<file path="config.mk">
export PLATFORM = sky130hd
export DESIGN_NAME = dbhs_sender
export DESIGN_NICKNAME = d
export VERILOG_FILES = /design/src/rtl/dbhs_pkg.sv /design/src/rtl/dbhs_rst_sync.sv /design/src/rtl/dbhs_dword_count.sv /design/src/rtl/dbhs_poll_timer.sv /design/src/rtl/dbhs_seq.sv /design/src/rtl/dbhs_sender.sv
export SDC_FILE = /design/constraint.sdc
export NUM_CORES = 1
export LEC_CHECK = 0
export BUFFER_PORTS_ARGS = -buffer_cell sky130_fd_sc_hd__buf_4
export CORE_MARGIN = 2
export CORE_UTILIZATION = 40
export CTS_CLUSTER_DIAMETER = 200
export DETAILED_ROUTE_END_ITERATION = 8
export PLACE_DENSITY_LB_ADDON = 0.15
export SYNTH_ARGS = -nofsm -noshare
export SYNTH_HDL_FRONTEND = slang
export SYNTH_SLANG_ARGS = --single-unit
</file>
<file path="constraint.sdc">
create_clock -name clk -period 2.1 [get_ports clk]
set_input_delay 0.105 -clock clk [delete_from_list [all_inputs] [get_ports clk]]
set_output_delay 0.105 -clock clk [all_outputs]
set_load 0.01 [all_outputs]
</file>
<file path="src/rtl/dbhs_pkg.sv">
package dbhs_pkg;

  typedef enum logic [1:0] {
    RES_OK      = 2'd0,
    RES_BUSY    = 2'd1,
    RES_TIMEOUT = 2'd2
  } res_e;

  localparam logic SEL_DB = 1'b0;
  localparam logic SEL_IS = 1'b1;

  localparam logic [7:0] FN_HANDSHAKE = 8'h42;

  localparam logic [3:0] PST_READY   = 4'd1;
  localparam logic [3:0] PST_RUNNING = 4'd2;
  localparam logic [3:0] PST_FAULT   = 4'd4;

  localparam int IS_INT_BIT  = 0;
  localparam int IS_BUSY_BIT = 31;
  localparam int DB_USE_BIT  = 27;

  typedef enum logic [3:0] {
    S_IDLE, S_RD_DB, S_CHK_DB, S_RD_IS, S_CHK_IS, S_CLR_PRE,
    S_ANNOUNCE, S_POLL_RD, S_POLL_CHK, S_POLL_DLY, S_CLR_INT,
    S_WR_DATA, S_DONE
  } seq_state_e;

  typedef enum logic {
    PH_INT = 1'b0,
    PH_ACK = 1'b1
  } wait_phase_e;

endpackage

</file>
<file path="src/rtl/dbhs_rst_sync.sv">
module dbhs_rst_sync (
  input  logic clk,
  input  logic rst_n,
  output logic rst_n_sync
);
  logic [1:0] sync_q;

  always_ff @(posedge clk or negedge rst_n) begin
    if (!rst_n) sync_q <= 2'b00;
    else        sync_q <= {sync_q[0], 1'b1};
  end

  assign rst_n_sync = sync_q[1];
endmodule

</file>
<file path="src/rtl/dbhs_dword_count.sv">
module dbhs_dword_count #(
  parameter int LEN_W = 9
) (
  input  logic [LEN_W-1:0] len_bytes,
  output logic [LEN_W-2:0] dword_cnt
);
  logic [LEN_W:0] rounded;

  always_comb begin
    rounded   = {1'b0, len_bytes} + (LEN_W+1)'(3);
    dword_cnt = rounded[LEN_W:2];
  end
endmodule

</file>
<file path="src/rtl/dbhs_poll_timer.sv">
module dbhs_poll_timer #(
  parameter int MAX_POLLS  = 300000,
  parameter int POLL_DELAY = 100
) (
  input  logic clk,
  input  logic rst_n,
  input  logic wait_begin,
  input  logic poll_chk,
  input  logic dly_run,
  output logic last_poll,
  output logic dly_done
);
  localparam int PW = $clog2(MAX_POLLS + 1);
  localparam int DW = $clog2(POLL_DELAY + 1);

  logic [PW-1:0] poll_q, poll_d;
  logic [DW-1:0] dly_q, dly_d;
  logic          poll_en, dly_en;

  always_comb begin
    poll_en = wait_begin | poll_chk;
    poll_d  = wait_begin ? '0 : poll_q + PW'(1);
    dly_en  = 1'b1;
    dly_d   = dly_run ? dly_q + DW'(1) : '0;
  end

  always_ff @(posedge clk or negedge rst_n) begin
    if (!rst_n) begin
      poll_q <= '0;
      dly_q  <= '0;
    end else begin
      if (poll_en) poll_q <= poll_d;
      if (dly_en)  dly_q  <= dly_d;
    end
  end

  assign last_poll = (poll_q == PW'(MAX_POLLS - 1));
  assign dly_done  = dly_run && (dly_q == DW'(POLL_DELAY - 1));
endmodule

</file>
<file path="src/rtl/dbhs_seq.sv">
module dbhs_seq
  import dbhs_pkg::*;
#(
  parameter int CNT_W = 8
) (
  input  logic             clk,
  input  logic             rst_n,
  input  logic             start,
  input  logic [CNT_W-1:0] dword_cnt,
  input  logic [31:0]      reg_rdata,
  input  logic [31:0]      buf_data,
  input  logic             last_poll,
  input  logic             dly_done,
  output logic             wait_begin,
  output logic             poll_chk,
  output logic             dly_run,
  output logic             reg_rd,
  output logic             reg_wr,
  output logic             reg_sel,
  output logic [31:0]      reg_wdata,
  output logic [CNT_W-1:0] buf_addr,
  output logic             busy,
  output logic             done,
  output logic [1:0]       result
);
  seq_state_e       state_q, state_d;
  wait_phase_e      phase_q, phase_d;
  logic [CNT_W-1:0] idx_q, idx_d, cnt_q, cnt_d;
  res_e             res_q, res_d;
  logic [3:0]       peer_state;
  logic             peer_ok, cond_met;
  logic [7:0]       cnt_field;
  logic             unused_rdata;

  assign unused_rdata = ^reg_rdata[26:1];

  always_comb begin
    peer_state = reg_rdata[31:28];
    peer_ok    = ((peer_state == PST_READY) || (peer_state == PST_RUNNING) ||
                  (peer_state == PST_FAULT)) && !reg_rdata[DB_USE_BIT];
    cond_met   = (phase_q == PH_INT) ? reg_rdata[IS_INT_BIT] : !reg_rdata[IS_BUSY_BIT];
    cnt_field  = '0;
    cnt_field[CNT_W-1:0] = cnt_q;
  end

  always_comb begin
    state_d    = state_q;
    phase_d    = phase_q;
    idx_d      = idx_q;
    cnt_d      = cnt_q;
    res_d      = res_q;
    reg_rd     = 1'b0;
    reg_wr     = 1'b0;
    reg_sel    = SEL_DB;
    reg_wdata  = '0;
    wait_begin = 1'b0;
    poll_chk   = 1'b0;
    dly_run    = 1'b0;
    unique case (state_q)
      S_IDLE: begin
        if (start) begin
          cnt_d   = dword_cnt;
          idx_d   = '0;
          state_d = S_RD_DB;
        end
      end
      S_RD_DB: begin
        reg_rd  = 1'b1;
        reg_sel = SEL_DB;
        state_d = S_CHK_DB;
      end
      S_CHK_DB: begin
        if (peer_ok) begin
          state_d = S_RD_IS;
        end else begin
          res_d   = RES_BUSY;
          state_d = S_DONE;
        end
      end
      S_RD_IS: begin
        reg_rd  = 1'b1;
        reg_sel = SEL_IS;
        state_d = S_CHK_IS;
      end
      S_CHK_IS: begin
        state_d = reg_rdata[IS_INT_BIT] ? S_CLR_PRE : S_ANNOUNCE;
      end
      S_CLR_PRE: begin
        reg_wr  = 1'b1;
        reg_sel = SEL_IS;
        state_d = S_ANNOUNCE;
      end
      S_ANNOUNCE: begin
        reg_wr     = 1'b1;
        reg_sel    = SEL_DB;
        reg_wdata  = {FN_HANDSHAKE, cnt_field, 16'h0000};
        phase_d    = PH_INT;
        wait_begin = 1'b1;
        state_d    = S_POLL_RD;
      end
      S_POLL_RD: begin
        reg_rd  = 1'b1;
        reg_sel = SEL_IS;
        state_d = S_POLL_CHK;
      end
      S_POLL_CHK: begin
        poll_chk = 1'b1;
        if (cond_met) begin
          if (phase_q == PH_INT) begin
            state_d = S_CLR_INT;
          end else if (idx_q == cnt_q) begin
            res_d   = RES_OK;
            state_d = S_DONE;
          end else begin
            state_d = S_WR_DATA;
          end
        end else if (last_poll) begin
          res_d   = RES_TIMEOUT;
          state_d = S_DONE;
        end else begin
          state_d = S_POLL_DLY;
        end
      end
      S_POLL_DLY: begin
        dly_run = 1'b1;
        if (dly_done) state_d = S_POLL_RD;
      end
      S_CLR_INT: begin
        reg_wr     = 1'b1;
        reg_sel    = SEL_IS;
        phase_d    = PH_ACK;
        wait_begin = 1'b1;
        state_d    = S_POLL_RD;
      end
      S_WR_DATA: begin
        reg_wr     = 1'b1;
        reg_sel    = SEL_DB;
        reg_wdata  = buf_data;
        idx_d      = idx_q + CNT_W'(1);
        phase_d    = PH_ACK;
        wait_begin = 1'b1;
        state_d    = S_POLL_RD;
      end
      S_DONE: begin
        state_d = S_IDLE;
      end
      default: state_d = S_IDLE;
    endcase
  end

  always_ff @(posedge clk or negedge rst_n) begin
    if (!rst_n) begin
      state_q <= S_IDLE;
      phase_q <= PH_INT;
      idx_q   <= '0;
      cnt_q   <= '0;
      res_q   <= RES_OK;
    end else begin
      state_q <= state_d;
      phase_q <= phase_d;
      idx_q   <= idx_d;
      cnt_q   <= cnt_d;
      res_q   <= res_d;
    end
  end

  assign buf_addr = idx_q;
  assign busy     = (state_q != S_IDLE);
  assign done     = (state_q == S_DONE);
  assign result   = res_q;
endmodule

</file>
<file path="src/rtl/dbhs_sender.sv">
module dbhs_sender #(
  parameter int LEN_W      = 9,
  parameter int MAX_POLLS  = 300000,
  parameter int POLL_DELAY = 100
) (
  input  logic             clk,
  input  logic             rst_n,
  input  logic             start,
  input  logic [LEN_W-1:0] len_bytes,
  output logic             busy,
  output logic             done,
  output logic [1:0]       result,
  output logic [LEN_W-2:0] buf_addr,
  input  logic [31:0]      buf_data,
  output logic             reg_rd,
  output logic             reg_wr,
  output logic             reg_sel,
  output logic [31:0]      reg_wdata,
  input  logic [31:0]      reg_rdata
);
  localparam int CNT_W = LEN_W - 1;

  logic             rst_n_sync;
  logic [CNT_W-1:0] dword_cnt;
  logic             wait_begin, poll_chk, dly_run, last_poll, dly_done;

  dbhs_rst_sync u_rst (
    .clk        (clk),
    .rst_n      (rst_n),
    .rst_n_sync (rst_n_sync)
  );

  dbhs_dword_count #(.LEN_W(LEN_W)) u_cnt (
    .len_bytes (len_bytes),
    .dword_cnt (dword_cnt)
  );

  dbhs_poll_timer #(.MAX_POLLS(MAX_POLLS), .POLL_DELAY(POLL_DELAY)) u_tmr (
    .clk        (clk),
    .rst_n      (rst_n_sync),
    .wait_begin (wait_begin),
    .poll_chk   (poll_chk),
    .dly_run    (dly_run),
    .last_poll  (last_poll),
    .dly_done   (dly_done)
  );

  dbhs_seq #(.CNT_W(CNT_W)) u_seq (
    .clk        (clk),
    .rst_n      (rst_n_sync),
    .start      (start),
    .dword_cnt  (dword_cnt),
    .reg_rdata  (reg_rdata),
    .buf_data   (buf_data),
    .last_poll  (last_poll),
    .dly_done   (dly_done),
    .wait_begin (wait_begin),
    .poll_chk   (poll_chk),
    .dly_run    (dly_run),
    .reg_rd     (reg_rd),
    .reg_wr     (reg_wr),
    .reg_sel    (reg_sel),
    .reg_wdata  (reg_wdata),
    .buf_addr   (buf_addr),
    .busy       (busy),
    .done       (done),
    .result     (result)
  );
endmodule

</file>
Word-level counts from Yosys, hierarchy flattened
Index checks and enable logic that the tools add are counted.
{"block": "totals", "register_bits": 51, "output_inout_bits": 47, "word_cells": 85, "in_bits": 76}
{"block": "op_classes", "bitwise": 1, "n_mux": 28, "reduce_logical": 20, "addsub": 4, "eq_ne": 24}
{"cell": "$pmux 32 s2", "n": 1}
{"cell": "$pmux 4 s10", "n": 1}
{"cell": "$eq 4x3->1 const B", "n": 5}
{"cell": "$eq 4x4->1 const B", "n": 5}
{"cell": "$mux 4", "n": 5}
{"cell": "$add 19x1->19 const B", "n": 1}
{"cell": "$eq 19x19->1 const B", "n": 1}
{"cell": "$mux 19", "n": 1}
{"cell": "$pmux 8 s2", "n": 1}
{"cell": "$eq 4x2->1 const B", "n": 3}
{"cell": "$mux 2", "n": 6}
{"cell": "$add 9x2->10 const B", "n": 1}
{"cell": "$add 8x1->8 const B", "n": 1}
{"cell": "$eq 4x1->1 const B", "n": 2}
{"cell": "$eq 8x8->1", "n": 1}
{"cell": "$mux 8", "n": 1}
{"cell": "$reduce_or 4->1", "n": 2}
{"cell": "$add 7x1->7 const B", "n": 1}
{"cell": "$eq 7x7->1 const B", "n": 1}
{"cell": "$mux 1", "n": 7}
{"cell": "$mux 7", "n": 1}
{"cell": "$mux 3", "n": 2}
{"cell": "$ne 2x2->1 const B", "n": 3}
{"cell": "$ne 3x2->1 const B", "n": 2}
{"cell": "14 further kinds", "n": 22}

Depth between registers and ports, before layout
Gate-level depths: netlist of run 1.
{"block": "logic_depth", "ltp_word": 6, "mapped_depth": 7, "depth_no_buf": 6}

Modules after synthesis
A second synthesis of run 1 with hierarchy kept.
{"block": "hier_totals", "cells_unflattened": 351, "hier_area_um2": 3146.8}
{"module": "dbhs_seq", "area_per_inst_um2": 1647.8, "seq_area_each_um2": 575.6, "cells_per_inst": 195, "n_inst": 1}
{"module": "dbhs_poll_timer", "area_per_inst_um2": 1337.5, "seq_area_each_um2": 650.6, "cells_per_inst": 137, "n_inst": 1}
{"module": "dbhs_dword_count", "area_per_inst_um2": 107.6, "seq_area_each_um2": 0.0, "cells_per_inst": 16, "n_inst": 1}
{"module": "dbhs_rst_sync", "area_per_inst_um2": 53.8, "seq_area_each_um2": 50.0, "cells_per_inst": 3, "n_inst": 1}

Worst setup path after synthesis of run 1
Ideal clock, no wire load.
{"block": "synth_timing", "path_type": "register to register", "from": "register u_seq.state_q[0]", "to": "register u_tmr.poll_q[17]", "stages_incl_launch_ff": 6, "required_time_ns": 1.964, "n_path_buf": 0, "arrival_ns": 1.474, "synth_period_minus_slack_ns": 1.611, "setup_slack_ns": 0.489, "setup_time_ns": 0.136, "cell_sequence": "dfrtp_1 nor3b_2 o21ai_4 a2111oi_4 a21bo_2 a21oi_1"}
{"block": "synth_via", "elab_chain_len": 4, "elab_cells_between_ends": 9, "cone_classes": "eq/ne (4); mux (3); bitwise (1); reduce/logical (1)"}
{"element": "from (decl)", "line_no": "dbhs_seq.sv:26", "text": "seq_state_e state_q, state_d;"}
{"element": "from (signal assigned)", "line_no": "dbhs_seq.sv:159", "text": "state_q <= state_d;"}
{"element": "$eq 4x3->1 / $eq 4x4->1 (equally long branches)", "line_no": "dbhs_seq.sv:59", "text": "unique case (state_q)"}
{"element": "$reduce_or 3->1 (no line)"}
{"element": "$mux 1", "line_no": "dbhs_seq.sv:59"}
{"element": "$mux 19 / $or 1x1->1 (equally long branches)", "line_no": "dbhs_poll_timer.sv:22, dbhs_poll_timer.sv:21"}
{"element": "to (signal assigned)", "line_no": "dbhs_poll_timer.sv:32", "text": "if (poll_en) poll_q <= poll_d;"}
{"element": "to (decl)", "line_no": "dbhs_poll_timer.sv:16", "text": "logic [PW-1:0] poll_q, poll_d;"}
Several ways; a longest one is shown, not always the timed one.
A chain may end at the register's enable or synchronous reset.

Final worst setup path of run 1
{"block": "layout_timing", "from": "register u_seq.state_q[3]", "to": "output port reg_wr"}
{"block": "layout_via", "elab_chain_len": 3, "elab_cells_between_ends": 6, "cone_classes": "eq/ne (4); mux (1); reduce/logical (1)"}
{"element": "$eq 4x3->1 / $eq 4x4->1 (equally long branches)", "line_no": "dbhs_seq.sv:59"}
{"element": "$reduce_or 4->1 (no line) *"}
{"element": "$mux 1 *", "line_no": "dbhs_seq.sv:59"}
{"element": "to (decl)", "line_no": "dbhs_sender.sv:16", "text": "output logic reg_wr,"}
Mark *: on every way between the ends. The rest lies on a longest branch, timed or not.

==> results of run 1 <==
## worst max path at each step
| stage | endpoint | slack [ps] | cells past startpoint |
|---|---|---|---|
| final | reg_wr | 110 | 5 |
| after global routing | reg_wdata[22] | 10 | 5 |
| after CTS | reg_wdata[17] | 20 | 5 |
| after detailed placement | reg_wdata[17] | 300 | 5 |
| after global placement | reg_wdata[0] | 330 | 5 |
| after floorplan | u_tmr.poll_q[17]$_DFFE_PN0P_ | 490 | 5 |
## synthesized netlist by cell type, drive strengths merged (4+ instances only)
master and count:
a21o 6, a21oi 19, a22o 8, and2 22, and3 10, clkbuf 11
dfrtp 51, inv 5, nand2 35, nand2b 5, nand3 21, nand4 9
nor2 30, nor2b 5, nor3 5, o2111ai 4, o21ai 21, or3 5
xnor2 19, xor2 15
## timing repair
| item | in CTS | in global routing |
|---|---|---|
| setup endpoints to repair | 32 | 32 |
| hold buffers | 1 | 0 |
| gates resized for setup | 1 | 2 |
| setup buffers | 0 | 0 |
| hold endpoints to repair | 2 | 0 |
## registers in the layout (all words and copies together) (netlist names)
name,flops
u_seq.phase_q,1
u_seq.cnt_field,8
u_seq.state_q,4
u_rst.sync_q,2
u_seq.buf_addr,8
u_tmr.poll_q,19
u_tmr.dly_q,7
u_seq.result,2
## cell type report
class,count,area share (%)
Multi-Input combinational cell,277,43.6
Sequential cell,51,31.1
Timing Repair Buffer,107,19.7
Tap cell,102,3.10
Clock buffer,6,2.01
Inverter,5,0.456
Clock inverter,1,0.122
## logic make-up (layout without fill, tap and decap cells)
group | Yosys count | count (layout) | share of synthesized area (%)
and+or+nand+nor | 156 | 156 | 26.2
AOI/OAI and AO/OA | 82 | 82 | 19.7
DFF | 51 | 51 | 40.7
xor gates and xnor gates | 34 | 34 | 9.49
buffers and inverters | 18 | 119 | 2.23
adders and majority gates | 3 | 3 | 1.20
other | 1 | 1 | 0.120
muxes | 1 | 1 | 0.319
## metal layers
| metal | up-vias | wire [microns] |
|---|---|---|
| met4 | 0 | 108 |
| li1 | 1433 | - |
| met3 | 9 | 444 |
| met5 | - | 0 |
| met1 | 1365 | 3420 |
| met2 | 85 | 3890 |
## worst max-delay path, cell delays in order (launching register included)
cell,delay [ps]
dfrtp_1,460
and2b_2,300
o21a_4,280
buf_4,210
a21o_1,180
buf_4,140
## cell usage in the layout, fill, tap and decap left out, drive strengths merged, types with 2 or more instances in the layout
master / Yosys / routed
o31ai: 2 / 2
xor2: 15 / 15
o21a: 2 / 2
ha: 3 / 3
nor2: 30 / 30
or3: 5 / 5
nor3: 5 / 5
and2: 22 / 22
o21ai: 21 / 21
nand4: 9 / 9
nor3b: 3 / 3
nand2: 35 / 35
o211ai: 3 / 3
a2111oi: 3 / 3
a21o: 6 / 6
a21bo: 2 / 2
o2111ai: 4 / 4
a22o: 8 / 8
o221ai: 3 / 3
a21oi: 19 / 19
inv: 5 / 5
nor2b: 5 / 5
and3: 10 / 10
xnor2: 19 / 19
a211oi: 3 / 3
nand2b: 5 / 5
clkbuf: 11 / 6
nand3: 21 / 21
buf: 2 / 106
dfrtp: 51 / 51
nor4: 2 / 2
## power breakdown
group	switching [mW]	leakage (nW)	internal, mW
Clock	0.319	0.0470	0.259
Combinational	0.967	1.17	0.816
Sequential	0.285	0.680	1.18
Total	1.57	1.89	2.25
## metrics by stage
stage                     total power, mW  instance area, sq um
final                                3.82                  4120
after global routing                 4.12                  4120
after CTS                            3.85                  4110
after detailed placement             3.25                  4010
after global placement               3.22                  4010
after floorplan                      2.55                  3140
==> impl_metrics.py, run 1 <==
metrics = {
    "outcome": {
        "status": "finished clean",
    },
    "clocking": {
        "htreeDepth": 2,
        "cts-buffers-inserted": 5,
        "cts_buffer_depth": 2,
        "cts_tree": "built",
        "clock_sinks": 51,
        "path_clk_slew_ps": 90,
        "cts_root_buffer": "clkbuf_8",
        "clk_latency_ps": 310,
    },
    "finish": {
        "drive_above_1_share_pct": 29.8,
        "fillCellCount": 729,
        "syn2layout_area_growth_pct": 31.1,
        "multiInputGateArea_sq_um": 1790,
        "seqCellArea_sq_um": 1280,
        "insertedDiodeCount": 0,
        "stdcell_count": 549,
        "fin_nets": 526,
        "final_util_pct": 53.8,
    },
    "setup_path": {
        "cp.arrival_ps": 1890,
        "worstPathRequired_ps": 2000,
        "cp-end-kind": "output pin",
        "r2r-end": "u_tmr.poll_q[18]$_DFFE_PN0P_",
        "rrSetupSlack_ps": 290,
        "rr_startpoint": "u_seq.state_q[2]$_DFFE_PN0P_",
        "startpoint_type": "flip-flop",
        "cp_max_fo": 15,
        "path_class": "flip-flop to output pin",
        "cp-startpoint": "u_seq.state_q[3]$_DFFE_PN0P_",
        "reg2reg_depth": 5,
    },
    "synthesis": {
        "syn-num-nets": 425,
        "syn_inst": 346,
        "async_reset_ff_share_pct": 100,
        "dominantRegCellSynth": "dfrtp_1",
        "syn_area_sq_um": 3140,
        "synthTopCellsByArea": "dfrtp_1, xnor2_1, and2_1, xor2_1, nand2_1",
        "synth.avg_cell_area_sq_um": 9.07,
        "yosysTopAreaCell": "dfrtp_1",
        "yosys_warnings": 0,
        "synth.distinct_cells": 55,
        "synth_edf_count": 0,
        "yosysSeqAreaShare_pct": 40.7,
        "yosys.area.top_type_share_pct": 40.7,
        "ys_ff_latch": 51,
    },
    "grt": {
        "grt_use_met2_pct": 32.5,
        "grtUsageTotal_pct": 19.2,
        "antenna_found_initial": 0,
        "grt.met1_usage_pct": 24.9,
        "grt-ovfl-total": 0,
        "busiest_layer": "met2",
        "grt_first_pass_wirelength_microns": 13300,
        "grt_max_degree": 50,
        "globalRouteMet3Util_pct": 4.31,
        "grt_pass1_vias": 2861,
    },
    "power_and_ir_drop": {
        "p_leak_nw": 1.89,
        "p_per_area_nw_per_um2": 929,
        "ir_worst_vdd_mv": 0.451,
    },
    "detailed_routing": {
        "vias": 2892,
        "totalWireLength_microns": 7870,
        "routed_via_density": 5.27,
        "first_pass_iters": 4,
        "drt_iter0_drc": 182,
        "drc": 0,
        "antenna_left": 0,
        "wire_per_inst_microns": 14.3,
    },
    "min_path": {
        "whs_endpoint": "u_seq.cnt_field[7]$_DFFE_PN0P_",
        "hp-start": "len_bytes[8]",
        "hold-path-cell-count": 3,
        "hold_path.class": "input port to flip-flop",
    },
    "floorplanning": {
        "dieHeight_microns": 92.6,
        "core_area_sq_um": 7650,
        "die_w_microns": 92.6,
        "start_util_pct": 41.0,
        "ios": 123,
        "dieArea_sq_um": 8570,
        "rows": 32,
    },
    "timing": {
        "finalCritPeriodShare_pct": 94.8,
        "rsz0062_at_grt": "false",
        "final.min_clock_period_ps": 1990,
        "setup_slack_ps": 109,
        "skew_ps": 9.71,
        "fmax_mhz": 502,
        "worst_pin_slew_ps": 642,
        "slew_headroom_pct": 57.2,
        "finalHoldViolCount": 0,
        "drv_slew": 0,
        "fin_tns_setup_ps": 0,
        "final-setup-viol-count": 0,
        "hold_ws_ps": 52.3,
    },
    "placed_design": {
        "numPortBuffers": 96,
        "pre_cts_ws_ps": 297,
        "hpwl_microns": 5880,
        "dp.cells": 541,
        "gp_congestion": 0.839,
    },
    "flow_run": {
        "drv_cap": 0,
    },
}
Note: power is estimated with default switching activity, not from simulation.
==> run 2: changes to the inputs <==
==> constraint.sdc (replaced) <==
create_clock -name clk -period 2.05 [get_ports clk]
set_input_delay 0.1025 -clock clk [delete_from_list [all_inputs] [get_ports clk]]
set_output_delay 0.1025 -clock clk [all_outputs]
set_load 0.01 [all_outputs]
==> impl_metrics.py, run 2 (same netlist as run 1, synthesis figures left out) <==
metrics = {
    "setup_path": {
        "crit_top_cell": "buf_4",
        "path_class": "flip-flop to output pin",
        "cp-end-kind": "output pin",
        "rr_startpoint": "u_seq.state_q[0]$_DFFE_PN0P_",
        "cp_slowest_cell": "dfrtp_1",
        "cp-startpoint": "u_seq.state_q[0]$_DFFE_PN0P_",
        "cp_cell_sequence": "nor3b_2, o21a_4, buf_4, a21o_1, buf_4",
        "cp_max_fo": 17,
        "slowest_delay_ps": 490,
        "worstPathRequired_ps": 1950,
        "cp.arrival_ps": 1860,
        "startpoint_type": "flip-flop",
    },
    "floorplanning": {
        "rows": 32,
        "dieHeight_microns": 92.6,
        "dieArea_sq_um": 8570,
        "die_w_microns": 92.6,
        "core_area_sq_um": 7650,
        "start_util_pct": 41.0,
        "ios": 123,
    },
    "finish": {
        "final_common_cell": "buf_4",
        "seqCellArea_sq_um": 1280,
        "final_cell_mix": "buf_4, dfrtp_1, nand2_1",
        "fin_nets": 527,
        "final_util_pct": 54.1,
        "drive_above_1_share_pct": 29.9,
        "multiInputGateArea_sq_um": 1800,
        "syn2layout_area_growth_pct": 31.9,
        "largest_reg_flops": 19,
        "top_register": "u_tmr.poll_q",
        "fillCellCount": 690,
        "insertedDiodeCount": 0,
        "stdcell_count": 550,
    },
    "timing": {
        "final-setup-viol-count": 0,
        "hold_ws_ps": 67.6,
        "finalHoldViolCount": 0,
        "final.min_clock_period_ps": 1970,
        "rsz0062_at_grt": "true",
        "drv_slew": 0,
        "finalCritPeriodShare_pct": 95.9,
        "fmax_mhz": 509,
        "skew_ps": 6.30,
        "fin_tns_setup_ps": 0,
    },
    "detailed_routing": {
        "first_pass_iters": 4,
        "vias": 2851,
        "antenna_left": 0,
        "drc": 0,
        "wire_per_inst_microns": 13.9,
        "drt_iter0_drc": 102,
        "routed_via_density": 5.18,
        "totalWireLength_microns": 7620,
    },
    "grt": {
        "grt-ovfl-total": 0,
        "grt.met1_usage_pct": 24.9,
        "busiest_layer": "met2",
        "antenna_found_initial": 0,
        "globalRouteMet3Util_pct": 3.74,
        "grt_pass1_vias": 2814,
        "grt_first_pass_wirelength_microns": 13100,
        "grt_max_degree": 34,
        "grt_use_met2_pct": 31.8,
        "grtUsageTotal_pct": 19.0,
    },
    "clocking": {
        "cts_root_buffer": "clkbuf_8",
        "path_clk_slew_ps": 90,
        "htreeDepth": 2,
        "cts-buffers-inserted": 5,
        "clock_sinks": 51,
        "cts_buffer_depth": 2,
        "clk_latency_ps": 300,
        "cts_tree": "built",
    },
    "flow_run": {
        "drv_cap": 0,
    },
    "placed_design": {
        "dp.cells": 542,
        "numPortBuffers": 96,
        "hpwl_microns": 5860,
        "gp_congestion": 0.816,
    },
    "power_and_ir_drop": {
        "p_leak_nw": 1.90,
        "p_per_area_nw_per_um2": 943,
        "ir_worst_vdd_mv": 0.411,
        "finalPower_mw": 3.90,
    },
    "min_path": {
        "hp-start": "len_bytes[8]",
        "hold_path.class": "input port to flip-flop",
    },
    "outcome": {
        "status": "finished clean",
    },
}
-- run 2: changes by cell type in the layout (fill, tap and decap cells not counted), sizes merged --
cell / delta
buf: +1
-- run 2: final timing paths --
kind                                                        to  slack, ps  cells past startpoint
min in group asynchronous            u_rst.sync_q[1]$_DFF_PN0_        110                      2
worst min-delay path            u_seq.cnt_field[7]$_DFFE_PN0P_         70                      3
worst max register to register    u_tmr.poll_q[18]$_DFFE_PN0P_        220                      5
worst max-delay path                                    reg_wr         80                      5
worst min register to register     u_seq.result[0]$_DFFE_PN0P_        230                      0
max in group asynchronous         u_seq.state_q[1]$_DFFE_PN0P_       1280                      1
-- run 2: area by class of cell --
class	instances	area share, %
clock inverter	1	0.121
timing repair buffer	108	20.0
sequential	51	30.9
multi-input combinational	277	43.4
clock buffer	6	2.00
tap	102	3.08
inverter	5	0.453
-- run 2: stage by stage --
stage | cell area (sq um) | worst slack (ps)
after floorplan | 3140 | 439
after global placement | 4030 | 256
after detailed placement | 4030 | 249
after CTS | 4130 | 42.7
after global routing | 4140 | 2.84
final | 4140 | 83.7
-- run 2: layer usage --
metal | share of wire, % | vias up
met4 | 1.6 | 0
met1 | 45 | 1328
li1 | - | 1438
met2 | 48 | 74
met5 | 0 | -
met3 | 5.3 | 11
-- run 2: repair_timing --
action,in CTS,in global routing
pin swaps,0,0
endpoints found under the setup margin,32,33
gates cloned,0,0
hold endpoints to repair,2,0
hold buffers,1,0
resized for setup,2,2
buffers inserted,0,0
-- run 2: where the power goes --
| part | internal [mW] | total (mW) | switching (mW) |
|---|---|---|---|
| clock | 0.266 | 0.588 | 0.323 |
| combinational | 0.845 | 1.81 | 0.962 |
| sequential | 1.21 | 1.51 | 0.300 |
| total | 2.32 | 3.90 | 1.58 |
-- run 2: worst max-delay path: cells and delay by family (launching register included) --
family,cells,cell delay (ps)
AND/OR/NAND/NOR,1,370
flip-flops,1,490
AO/OA/AOI/OAI,2,350
buffers and inverters,2,350
==> run 3: changes to the inputs <==
--- a/config.mk
+++ b/config.mk
@@ -5,6 +5,7 @@
 export SDC_FILE = /design/constraint.sdc
 export NUM_CORES = 1
 export LEC_CHECK = 0
+export ABC_AREA = 1
 export BUFFER_PORTS_ARGS = -buffer_cell sky130_fd_sc_hd__buf_4
 export CORE_MARGIN = 2
 export CORE_UTILIZATION = 40
==> impl_metrics.py, run 3 <==
metrics = {
    "outcome": {
        "status": "finished clean",
    },
    "flow_run": {
        "drv_cap": 0,
    },
    "placed_design": {
        "dp.cells": 679,
        "numPortBuffers": 96,
        "gp_congestion": 0.961,
        "hpwl_microns": 6250,
        "pre_cts_ws_ps": 357,
    },
    "synthesis": {
        "synthTopCellsByArea": "dfrtp_1, nand2_1, inv_1, nor2_1, o21ai_0",
        "dominantRegCellSynth": "dfrtp_1",
        "syn_area_sq_um": 3260,
        "synth_edf_count": 0,
        "yosys_warnings": 0,
        "syn_inst": 482,
        "synth_compound_area_share_pct": 13.4,
        "ys_ff_latch": 51,
        "synth_top_family_by_area": "simple AND/OR/NAND/NOR gates",
        "synth.avg_cell_area_sq_um": 6.77,
        "synthSimpleGateAreaFrac_pct": 34.0,
        "synth.top_cells.by_count": "nand2_1, inv_1, nor2_1, dfrtp_1, o21ai_0",
        "yosysMostFrequentCell": "nand2_1",
        "yosys.area.top_type_share_pct": 39.1,
        "synth-xor-area-share_pct": 1.07,
        "yosysSeqAreaShare_pct": 39.1,
        "synth.distinct_cells": 39,
        "synth_fa_ha_area_share_pct": 1.15,
        "yosysTopAreaCell": "dfrtp_1",
        "async_reset_ff_share_pct": 100,
        "syn-num-nets": 561,
        "synthMuxAreaShare_pct": 0,
    },
    "detailed_routing": {
        "vias": 3319,
        "antenna_left": 0,
        "totalWireLength_microns": 7870,
        "first_pass_iters": 5,
        "wire_per_inst_microns": 11.4,
        "routed_via_density": 4.82,
        "drc": 0,
        "drt_iter0_drc": 146,
    },
    "setup_path": {
        "cp-startpoint": "u_seq.state_q[3]$_DFFE_PN0P_",
        "cp-end-kind": "output pin",
        "path_class": "flip-flop to output pin",
        "cp.arrival_ps": 1790,
        "startpoint_type": "flip-flop",
        "cp_max_fo": 17,
        "rr_startpoint": "u_seq.state_q[2]$_DFFE_PN0P_",
        "worstPathRequired_ps": 1950,
    },
    "timing": {
        "finalHoldViolCount": 0,
        "rsz0062_at_grt": "false",
        "slew_headroom_pct": 61.9,
        "finalCritPeriodShare_pct": 92.4,
        "drv_slew": 0,
        "worst_pin_slew_ps": 571,
        "setup_slack_ps": 155,
        "fmax_mhz": 528,
        "skew_ps": 12.4,
        "final.min_clock_period_ps": 1890,
        "final-setup-viol-count": 0,
        "fin_tns_setup_ps": 0,
    },
    "clocking": {
        "path_clk_slew_ps": 90,
        "cts_root_buffer": "clkbuf_8",
        "cts_buffer_depth": 2,
        "cts-buffers-inserted": 5,
        "cts_tree": "built",
        "htreeDepth": 2,
        "cts_setup_buffers": 0,
        "clk_latency_ps": 300,
        "clock_sinks": 51,
    },
    "grt": {
        "grt_pass1_vias": 3223,
        "grt_max_degree": 27,
        "antenna_found_initial": 0,
        "grt-ovfl-total": 0,
        "grt_first_pass_wirelength_microns": 13500,
        "grtUsageTotal_pct": 18.7,
    },
    "power_and_ir_drop": {
        "p_leak_nw": 2.31,
        "ir_worst_vdd_mv": 0.754,
        "p_per_area_nw_per_um2": 852,
    },
    "floorplanning": {
        "dieArea_sq_um": 8900,
        "rows": 32,
        "core_area_sq_um": 7810,
        "die_w_microns": 94.3,
        "start_util_pct": 41.8,
        "dieHeight_microns": 94.3,
        "ios": 123,
    },
    "finish": {
        "fin_nets": 664,
        "stdcell_count": 688,
        "drive_above_1_share_pct": 21.7,
        "insertedDiodeCount": 0,
        "final_cell_mix": "nand2_1, buf_4, inv_1",
        "largest_reg_flops": 19,
        "top_register": "u_tmr.poll_q",
        "final_common_cell": "nand2_1",
        "syn2layout_area_growth_pct": 29.9,
    },
    "min_path": {
        "hp-start": "len_bytes[5]",
        "hold_path.class": "input port to flip-flop",
    },
}
## run 3: changes by cell type in the layout (fill, tap and decap cells not counted), moves of 6 or more
cell     previous run  this run
inv_1               4        85
nand2_1            34       106
nor2_1             30        76
o21ai_0            19        44
and2_1             22         0
xnor2_1            19         3
xor2_1             15         1
nor3_1              3        12
a22o_1              8         1
and3_1              9         2
a21o_1              6         0
## run 3: layout make-up
cell class | count | area [sq um]
fill | 764 | 3570
multi-input combinational | 336 | 1620
sequential | 51 | 1280
timing repair buffer | 102 | 781
inverter | 89 | 337
tap | 102 | 128
clock buffer | 7 | 86.3
clock inverter | 1 | 8.76
## run 3: logic make-up after synthesis
| kind of cell | Yosys count |
|---|---|
| fa+ha+maj | 3 |
| simple gates | 247 |
| xor+xnor | 4 |
| other cells | 1 |
| compound gates | 81 |
| flops | 51 |
| buf+inv | 95 |
## run 3: through the flow
stage	cell area, sq um	utilization (%)	hold slack [ps]	total power [mW]
2_1_floorplan	3260	-	-193	2.45
3_3_place_gp	4130	52.9	-115	2.99
3_5_place_dp	4130	52.9	-114	3.03
4_1_cts	4240	54.3	68.8	3.64
5_1_grt	4240	54.3	89.9	3.93
6_report	4240	54.3	73.6	3.61
## run 3: critical path, stage by stage, from the launching register on
cell and delay [ps]:
dfrtp_1 490, inv_1 100, nand2_2 130, inv_2 70
nand2_4 120, nand2_4 110, inv_4 170, o21ai_0 130
buf_4 160
## run 3: worst paths after layout
check                                            endpoint  slack [ps]  depth (start not counted)
max                                                reg_wr         160                          8
min                        u_seq.cnt_field[3]$_DFFE_PN0P_          70                          3
max reg2reg                   u_tmr.poll_q[9]$_DFFE_PN0P_         380                          8
min reg2reg                  u_tmr.poll_q[16]$_DFFE_PN0P_         270                          0
max in group asynchronous     u_tmr.poll_q[3]$_DFFE_PN0P_        1240                          1
min in group asynchronous       u_rst.sync_q[1]$_DFF_PN0_         100                          2
## run 3: report_power, final
part           switching [mW]  internal (mW)  total [mW]  leakage (nW)
Clock                   0.325          0.277       0.602        0.0484
Sequential              0.197           1.22        1.42         0.680
Combinational           0.960          0.631        1.59          1.59
## run 3: timing repair
action	in CTS	in global routing
hold buffers	1	0
endpoints found under the hold margin	2	0
endpoints found under the setup margin	0	1
resized for setup	0	2
## run 3: routing by layer
layer / part of all wire [%] / global-route usage [%]
met3: 6.1 / 2.47
met2: 47 / 34.0
met5: 0 / 0
met4: 1.4 / 5.80
met1: 46 / 23.0
